[config.mk]
export PLATFORM = sky130hd
export DESIGN_NAME = sdram_cmd_tracker
export DESIGN_NICKNAME = d
export VERILOG_FILES = /design/src/rtl/sdram_cmd_pkg.sv /design/src/rtl/sdram_cmd_ctrl.sv /design/src/rtl/sdram_cmd_dpath.sv /design/src/rtl/sdram_cmd_tracker.sv
export SDC_FILE = /design/constraint.sdc
export NUM_CORES = 1
export LEC_CHECK = 0
export ABC_AREA = 1
export ABC_CLOCK_PERIOD_IN_PS = 3700
export CAP_MARGIN = 5
export CORE_ASPECT_RATIO = 1.2
export CORE_MARGIN = 10
export CORE_UTILIZATION = 35
export DETAILED_ROUTE_END_ITERATION = 7
export GPL_TIMING_DRIVEN = 0
export PLACE_DENSITY = 0.62
export SYNTH_ARGS = -nofsm -noshare
export SYNTH_HDL_FRONTEND = slang
export SYNTH_SLANG_ARGS = --single-unit
[constraint.sdc]
create_clock -name clk -period 3.7 [get_ports clk]
set_input_delay 0.555 -clock clk [delete_from_list [all_inputs] [get_ports clk]]
set_output_delay 0.555 -clock clk [all_outputs]
set_load 0.02 [all_outputs]
[src/rtl/sdram_cmd_pkg.sv]
package sdram_cmd_pkg;

  localparam int NUM_BANKS = 4;
  localparam int BA_W      = 2;

  typedef enum logic [2:0] {
    KIND_NONE = 3'd0,
    KIND_ACT  = 3'd1,
    KIND_RD   = 3'd2,
    KIND_WR   = 3'd3,
    KIND_PRE  = 3'd4,
    KIND_REF  = 3'd5,
    KIND_LMR  = 3'd6,
    KIND_BST  = 3'd7
  } cmdKind_e;

  // strobes from the control decode to the datapath registers
  typedef struct packed {
    logic     valid;
    logic     illegal;
    cmdKind_e kind;
    logic     openBank;
    logic     closeBank;
    logic     closeAll;
    logic     captureRow;
    logic     captureCol;
    logic     loadBase;
    logic     loadExt;
    logic     autoPre;
  } ctrlStrobe_t;

endpackage

[src/rtl/sdram_cmd_ctrl.sv]
module sdram_cmd_ctrl
  import sdram_cmd_pkg::*;
(
  input  logic                 csN,
  input  logic                 rasN,
  input  logic                 casN,
  input  logic                 weN,
  input  logic [BA_W-1:0]      ba,
  input  logic                 apBit,
  input  logic [2:0]           blCode,
  input  logic [NUM_BANKS-1:0] bankOpen,
  output ctrlStrobe_t          stb
);

  logic [3:0] cmdCode;
  cmdKind_e   kind;
  logic       targetOpen;
  logic       anyOpen;
  logic       blOk;

  assign cmdCode    = {csN, rasN, casN, weN};
  assign targetOpen = bankOpen[ba];
  assign anyOpen    = |bankOpen;
  assign blOk       = (blCode == 3'b001) || (blCode == 3'b010) || (blCode == 3'b011);

  always_comb begin
    unique casez (cmdCode)
      4'b1???: kind = KIND_NONE;
      4'b0011: kind = KIND_ACT;
      4'b0101: kind = KIND_RD;
      4'b0100: kind = KIND_WR;
      4'b0010: kind = KIND_PRE;
      4'b0001: kind = KIND_REF;
      4'b0000: kind = KIND_LMR;
      4'b0110: kind = KIND_BST;
      default: kind = KIND_NONE;
    endcase
  end

  always_comb begin
    stb       = '0;
    stb.kind  = kind;
    stb.valid = (kind != KIND_NONE);
    case (kind)
      KIND_ACT: begin
        stb.illegal    = targetOpen;
        stb.openBank   = !targetOpen;
        stb.captureRow = !targetOpen;
      end
      KIND_RD, KIND_WR: begin
        stb.illegal    = !targetOpen;
        stb.captureCol = targetOpen;
        stb.autoPre    = apBit;
        stb.closeBank  = targetOpen && apBit;
      end
      KIND_PRE: begin
        stb.closeAll  = apBit;
        stb.closeBank = !apBit;
      end
      KIND_REF: begin
        stb.illegal = anyOpen;
      end
      KIND_LMR: begin
        if (anyOpen) begin
          stb.illegal = 1'b1;
        end else if (ba == 2'b00) begin
          stb.illegal  = !blOk;
          stb.loadBase = blOk;
        end else if (ba == 2'b01) begin
          stb.loadExt = 1'b1;
        end else begin
          stb.illegal = 1'b1;
        end
      end
      default: ;
    endcase
  end

endmodule

[src/rtl/sdram_cmd_dpath.sv]
module sdram_cmd_dpath
  import sdram_cmd_pkg::*;
#(
  parameter int ADDR_W = 13,
  parameter int ROW_W  = 13,
  parameter int COL_W  = 11,
  parameter int AP_BIT = 10
) (
  input  logic                 clk,
  input  logic                 rstN,
  input  ctrlStrobe_t          stb,
  input  logic [BA_W-1:0]      ba,
  input  logic [ADDR_W-1:0]    addr,
  output logic                 cmdValid,
  output cmdKind_e             cmdKind,
  output logic [BA_W-1:0]      cmdBank,
  output logic [ROW_W-1:0]     cmdRow,
  output logic [COL_W-1:0]     cmdCol,
  output logic                 autoPre,
  output logic                 preAll,
  output logic                 illegal,
  output logic [NUM_BANKS-1:0] bankOpen,
  output logic [3:0]           burstLen,
  output logic                 burstInterleave,
  output logic [2:0]           casLat,
  output logic [ADDR_W-1:0]    extMode
);

  logic [COL_W-1:0] colField;
  logic [3:0]       blValue;

  // column skips the auto-precharge bit when it is wider than the bits below it
  generate
    if (COL_W > AP_BIT) begin : g_colSplit
      assign colField = {addr[COL_W:AP_BIT+1], addr[AP_BIT-1:0]};
    end else begin : g_colFlat
      assign colField = addr[COL_W-1:0];
    end
  endgenerate

  always_comb begin
    case (addr[2:0])
      3'b010:  blValue = 4'd4;
      3'b011:  blValue = 4'd8;
      default: blValue = 4'd2;
    endcase
  end

  always_ff @(posedge clk or negedge rstN) begin
    if (!rstN) begin
      cmdValid <= 1'b0;
      cmdKind  <= KIND_NONE;
      cmdBank  <= '0;
      autoPre  <= 1'b0;
      preAll   <= 1'b0;
      illegal  <= 1'b0;
    end else begin
      cmdValid <= stb.valid;
      cmdKind  <= stb.kind;
      cmdBank  <= stb.valid ? ba : cmdBank;
      autoPre  <= stb.autoPre;
      preAll   <= stb.closeAll;
      illegal  <= stb.illegal;
    end
  end

  always_ff @(posedge clk or negedge rstN) begin
    if (!rstN) begin
      cmdRow <= '0;
      cmdCol <= '0;
    end else begin
      if (stb.captureRow) cmdRow <= addr[ROW_W-1:0];
      if (stb.captureCol) cmdCol <= colField;
    end
  end

  generate
    for (genvar b = 0; b < NUM_BANKS; b++) begin : g_bank
      always_ff @(posedge clk or negedge rstN) begin
        if (!rstN) begin
          bankOpen[b] <= 1'b0;
        end else if (stb.closeAll) begin
          bankOpen[b] <= 1'b0;
        end else if (ba == BA_W'(b)) begin
          if (stb.openBank)       bankOpen[b] <= 1'b1;
          else if (stb.closeBank) bankOpen[b] <= 1'b0;
        end
      end
    end
  endgenerate

  always_ff @(posedge clk or negedge rstN) begin
    if (!rstN) begin
      burstLen        <= 4'd2;
      burstInterleave <= 1'b0;
      casLat          <= 3'b010;
      extMode         <= '0;
    end else begin
      if (stb.loadBase) begin
        burstLen        <= blValue;
        burstInterleave <= addr[3];
        casLat          <= addr[6:4];
      end
      if (stb.loadExt) extMode <= addr;
    end
  end

endmodule

[src/rtl/sdram_cmd_tracker.sv]
module sdram_cmd_tracker
  import sdram_cmd_pkg::*;
#(
  parameter int ADDR_W = 13,
  parameter int ROW_W  = 13,
  parameter int COL_W  = 11,
  parameter int AP_BIT = 10
) (
  input  logic              clk,
  input  logic              rstN,
  input  logic              csN,
  input  logic              rasN,
  input  logic              casN,
  input  logic              weN,
  input  logic [1:0]        ba,
  input  logic [ADDR_W-1:0] addr,
  output logic              cmdValid,
  output logic [2:0]        cmdKind,
  output logic [1:0]        cmdBank,
  output logic [ROW_W-1:0]  cmdRow,
  output logic [COL_W-1:0]  cmdCol,
  output logic              autoPre,
  output logic              preAll,
  output logic              illegal,
  output logic [3:0]        bankOpen,
  output logic [3:0]        burstLen,
  output logic              burstInterleave,
  output logic [2:0]        casLat,
  output logic [ADDR_W-1:0] extMode
);

  ctrlStrobe_t stb;
  cmdKind_e    kindQ;

  sdram_cmd_ctrl u_ctrl (
    .csN      (csN),
    .rasN     (rasN),
    .casN     (casN),
    .weN      (weN),
    .ba       (ba),
    .apBit    (addr[AP_BIT]),
    .blCode   (addr[2:0]),
    .bankOpen (bankOpen),
    .stb      (stb)
  );

  sdram_cmd_dpath #(
    .ADDR_W (ADDR_W),
    .ROW_W  (ROW_W),
    .COL_W  (COL_W),
    .AP_BIT (AP_BIT)
  ) u_dpath (
    .clk             (clk),
    .rstN            (rstN),
    .stb             (stb),
    .ba              (ba),
    .addr            (addr),
    .cmdValid        (cmdValid),
    .cmdKind         (kindQ),
    .cmdBank         (cmdBank),
    .cmdRow          (cmdRow),
    .cmdCol          (cmdCol),
    .autoPre         (autoPre),
    .preAll          (preAll),
    .illegal         (illegal),
    .bankOpen        (bankOpen),
    .burstLen        (burstLen),
    .burstInterleave (burstInterleave),
    .casLat          (casLat),
    .extMode         (extMode)
  );

  assign cmdKind = kindQ;

endmodule

Word level (Yosys, flattened, before mapping)
Index checks and enable logic that the tools add are counted.

storage, ports and cells
  output and inout port bits = 58
  register bits = 58

cells by class
  $lt $le $gt $ge = 1
  equal/unequal tests = 18
  multiplexer cells = 28
  reductions and logical operators = 20

operator list
  operator              number
  $mux W1               21
  $pmux W3 S7           1
  $eq A3 B2 Y1 const B  4
  $eq A4 B3 Y1 const B  3
  $eq A3 B3 Y1 const B  3
  $eq A4 B2 Y1 const B  2
  $pmux W4 S2           1
  $reduce_and A2 Y1     4
  $reduce_bool A2 Y1    4
  $eq A3 B1 Y1 const B  2
  $reduce_bool A3 Y1    2
  $eq A2 B2 Y1 const B  2
  $eq A4 B1 Y1 const B  1
  $logic_not A4 Y1      1
  $mux W2               2
  $pmux W1 S4           1
  $reduce_or A4 Y1      1
  $logic_not A1 Y1      3
  $lt A2 B3 Y1 const B  1
  $bmux W1 S2           1
  $eq A2 B1 Y1 const B  1
  $logic_not A2 Y1      1
  $logic_or A1 B1 Y1    2
  $pmux W1 S2           1
  2 further kinds       2

Longest topological paths before layout
  word-level depth = 9
  depth in mapped cells = 10
  depth with buffers taken out = 10

Modules after synthesis
From an unflattened synthesis, not the netlist that was laid out.

second synthesis, totals
  cells, all modules = 218
  area, all modules = 2451.1 um^2

modules (own cells, without submodules)
  module           times used  area each (um^2)  cells each  seq. area each (um^2)
  sdram_cmd_dpath  1           2183.3            162         1428.9
  sdram_cmd_ctrl   1           267.8             56          0.0

Least setup slack after synthesis
OpenSTA, ideal clock, no wires.

  path kind = input -> register
  from = in addr[2]
  to = reg u_dpath.casLat[0]
  cell stages on the path = 7
  path slack = 2.293 ns
  path buffers = 1
  data arrival time = 1.283 ns
  cell sequence = inv_1 o21ai_0 inv_1 nand4_4 buf_2 nand2_1 o21ai_1

on the way
  word-level cells in the longest chain between the ends = 6
  elaborated cells on any way between the ends = 8

ends and longest elaborated chain
  what                                          RTL line                 text
  start, declared                               sdram_cmd_tracker.sv:16  input logic [ADDR_W-1:0] addr,
  $eq A3 B1 Y1 or $eq A3 B2 Y1 (tied branches)  sdram_cmd_ctrl.sv:24     assign blOk = (blCode == 3'b001) || (blCode == 3'b010) || (blCode == 3'b011);
  $logic_or A1 B1 Y1                            sdram_cmd_ctrl.sv:24
  $logic_or A1 B1 Y1 (*)                        sdram_cmd_ctrl.sv:24
  $mux W1 (*)                                   sdram_cmd_ctrl.sv:66     end else if (ba == 2'b00) begin
  $mux W2 (*)                                   sdram_cmd_ctrl.sv:64     if (anyOpen) begin
  $mux W2 (*)                                   sdram_cmd_ctrl.sv:44     case (kind)
  end signal, assigned                          sdram_cmd_dpath.sv:102   casLat <= addr[6:4];
  end, declared                                 sdram_cmd_dpath.sv:25    output logic [2:0] casLat,

Mark *: on every way between the ends. The rest lies on a longest branch, timed or not.
A chain may end at the register's enable or synchronous reset.

Final worst setup path
  from = reg u_dpath.casLat[1]
  to = out casLat[1]

RTL lines
  what           RTL line                 text
  end, declared  sdram_cmd_tracker.sv:28  output logic [2:0] casLat,

No word-level cell between the ends.

==> results.yml <==
power_and_ir_drop:
  combPwrFrac: 0.318
  p_leak_nw: 1.68
  clockPowerShare: 0.304
  power.internal_w: 0.00149
  power.switching_w: 0.000705
  p_seq_frac: 0.378
  sw_frac_of_total: 0.321
  peakVddDrop_mv: 0.357
  powerDensity_nw_per_um2: 614
sta:
  layout_setup_ws_ns: 1.67
  finalMaxSlewViolations: 0
  setup_viol: 0
  post-route-min-period_ns: 2.03
  fin_setup_tns_ns: 0
  holdWs_ns: 0.160
  fin_crit_sh: 0.549
  fmax_mhz: 493
  rsz0062_at_grt: "false"
  finalHoldViolCount: 0
  skew_ns: 0.00373
global_routing:
  grt_pass1_wl_um: 10600
  grt_pass1_vias: 2054
  track_usage: 0.128
  overflow: 0
  grt_max_degree: 40
  antenna_found_initial: 0
floorplan:
  ios: 79
  die_w_um: 96.5
  chipHeight_um: 112
  initial_utilization: 0.360
  die-area_um2: 10800
  num_rows: 33
  core_area_um2: 6810
critical_path:
  crit_buf_inv: 1
  crit_slowest_cell: "clkdlybuf4s50_1"
  required_ns: 3.14
  crit_type: "flop to output port"
  max_stage_delay_ns: 0.61
  critPathTopFamily: "buffers and inverters"
  critPathArrivalTime_ns: 1.48
  start_kind: "flop"
  worstPathMaxFanout: 2
  cp-end-kind: "output port"
  crit_chain: "clkdlybuf4s50_1"
finish:
  final_util: 0.525
  layout-drive-gt1-share: 0.190
  fin_area_um2: 3580
  n_antenna_cell: 0
  nNetsFinal: 359
  area_growth_pct: 45.8
  fill_cells: 640
synth:
  async_flop_share: 1.00
  synthSimpleGateAreaFrac: 0.201
  synth_top_family_by_area: "simple AND/OR/NAND/NOR gates"
  synthXorXnorAreaFrac: 0
  syn_nets: 270
  synth_cell_types: 22
  syn_area_um2: 2450
  synth_top_cell_area_share: 0.561
  synth_common_cells: "77 x nand2_1, 55 x dfrtp_1, 23 x o21ai_2"
  yosys_warnings: 0
  synth-edff-count: 0
  synth_compound_area_frac: 0.145
  netlist_instances: 249
  muxShareOfSynthArea: 0
  synth_most_common_cell: "nand2_1"
  synth-adder-area-share: 0
  syn-mean-instance-area_um2: 9.86
  synth.ff_latch_count: 57
  ys.flop_type: "dfrtp_1"
  yosysSeqAreaShare: 0.582
  netlist_top_cells_area: "dfrtp_1 56%, nand2_1 12%, o21ai_2 8.2%"
  synth_top_area_cell: "dfrtp_1"
clocking:
  cts_hold_buf: 0
  cts_resized: 0
  clk_pin_slew_ns: 0.07
  clk_latency_ns: 0.34
  cts_tree: "done"
  postCtsSetupRepairBufs: 0
  cts_buffers: 9
  cts_root_buf: "clkbuf_8"
  cts_sinks: 57
  clockBufferDepth: 2
  htree_levels: 3
detailed_routing:
  first_pass_iters: 4
  wl_met2_um: 2970
  viasPerCell: 4.58
  wl_met1_um: 2810
  wl_um: 6600
  routed.top_layer: "met4"
  wire_per_inst_um: 15.3
  ant_nets: 0
  via_count: 1971
  drt_iter0_markers: 98
  met3_length_um: 757
  drc: 0
placed_design:
  dpl.hpwl_um: 4950
  dpl_worst_slack_ns: 1.54
  dpl-instance-area_um2: 3350
  io_buffers: 77
  gp_congestion: 0.799
flow_run:
  max-cap-violations: 0
worst_hold_path:
  worstHoldPathType: "primary input to async pin"
status:
  status: "finished, final reports clean"
==> through the flow <==
stage | instances | total power (W)
floorplan | 249 | 0.00118
global placement | 413 | 0.00154
detailed placement | 414 | 0.00155
CTS | 430 | 0.00223
global route | 430 | 0.00232
finish | 430 | 0.00220
==> area by class of cell <==
class                           count  area [um^2]  area share
Timing Repair Buffer               78          786       0.220
Clock buffer                       11          151      0.0423
Inverter                           26         97.6      0.0273
Tap cell                           87          109      0.0304
Multi-Input combinational cell    158          852       0.238
Sequential cell                    57         1430       0.399
Buffer                              8         76.3      0.0213
Clock inverter                      5         77.6      0.0217
==> logic make-up (layout without fill, tap and decap cells) <==
family,Yosys count,in the layout
compound gates,53,53
buf+inv,34,128
flops,57,57
other cells,1,1
simple gates,104,104
==> power by group through the flow <==
stage                     Clock (W)  Combinational, W  Sequential (W)
after global routing       0.000719          0.000756        0.000848
final                      0.000668          0.000699        0.000831
after detailed placement          0          0.000710        0.000841
after CTS                  0.000685          0.000714        0.000833
after floorplan                   0          0.000186        0.000997
after global placement            0          0.000706        0.000837
==> path summary, 6_finish.rpt <==
path,startpoint,to,slack (ns),cells past startpoint
max in group asynchronous,rstN,u_dpath.extMode[10]$_DFFE_PN0P_,2.98,2
min,rstN,u_dpath.burstInterleave$_DFFE_PN0P_,0.16,1
max reg2reg,u_dpath.bankOpen[1]$_DFFE_PN0P_,u_dpath.casLat[0]$_DFFE_PN0P_,2.31,7
min in group clk,u_dpath.casLat[1]$_DFFE_PN1P_,u_dpath.casLat[1]$_DFFE_PN1P_,0.48,2
min reg2reg,u_dpath.casLat[1]$_DFFE_PN1P_,u_dpath.casLat[1]$_DFFE_PN1P_,0.48,2
max,u_dpath.casLat[1]$_DFFE_PN1P_,casLat[1],1.67,1
==> sequential cells by signal, indices dropped and copies added (netlist names), 2 cells and up <==
register          flops
u_dpath.cmdKind       3
u_dpath.casLat        3
u_dpath.cmdRow       13
u_dpath.cmdBank       2
u_dpath.extMode      13
u_dpath.bankOpen      4
u_dpath.burstLen      3
u_dpath.cmdCol       11
==> metal layers <==
metal,vias up,track usage
li1,974,-
met1,922,0.154
met2,68,0.184
met3,7,0.0766
met4,0,0.0447
met5,-,0
==> placed cells by master (no fill, tap or decap) <==
cell type / synthesis / routed
nand2_1: 77 / 77
clkdlybuf4s50_1: 0 / 76
dfrtp_1: 55 / 55
o21ai_2: 23 / 23
inv_1: 22 / 22
o21ai_1: 21 / 21
clkbuf_8: 0 / 11
nor2_1: 9 / 9
nand3_1: 7 / 7
o21ai_0: 5 / 5
buf_6: 5 / 5
inv_2: 4 / 4
a21oi_1: 3 / 3
nand2_2: 3 / 3
nor2_4: 2 / 2
nand3_4: 2 / 2
buf_4: 2 / 2
nand4_4: 2 / 2
buf_2: 1 / 2
clkinv_2: 0 / 2
bufinv_16: 0 / 2
dfstp_2: 2 / 2
o2111ai_1: 1 / 1
nand4_1: 1 / 1
nand3_2: 1 / 1
conb_1: 1 / 1
clkinvlp_4: 0 / 1
buf_12: 0 / 1
No activity file was read; power rests on OpenSTA's default activity.
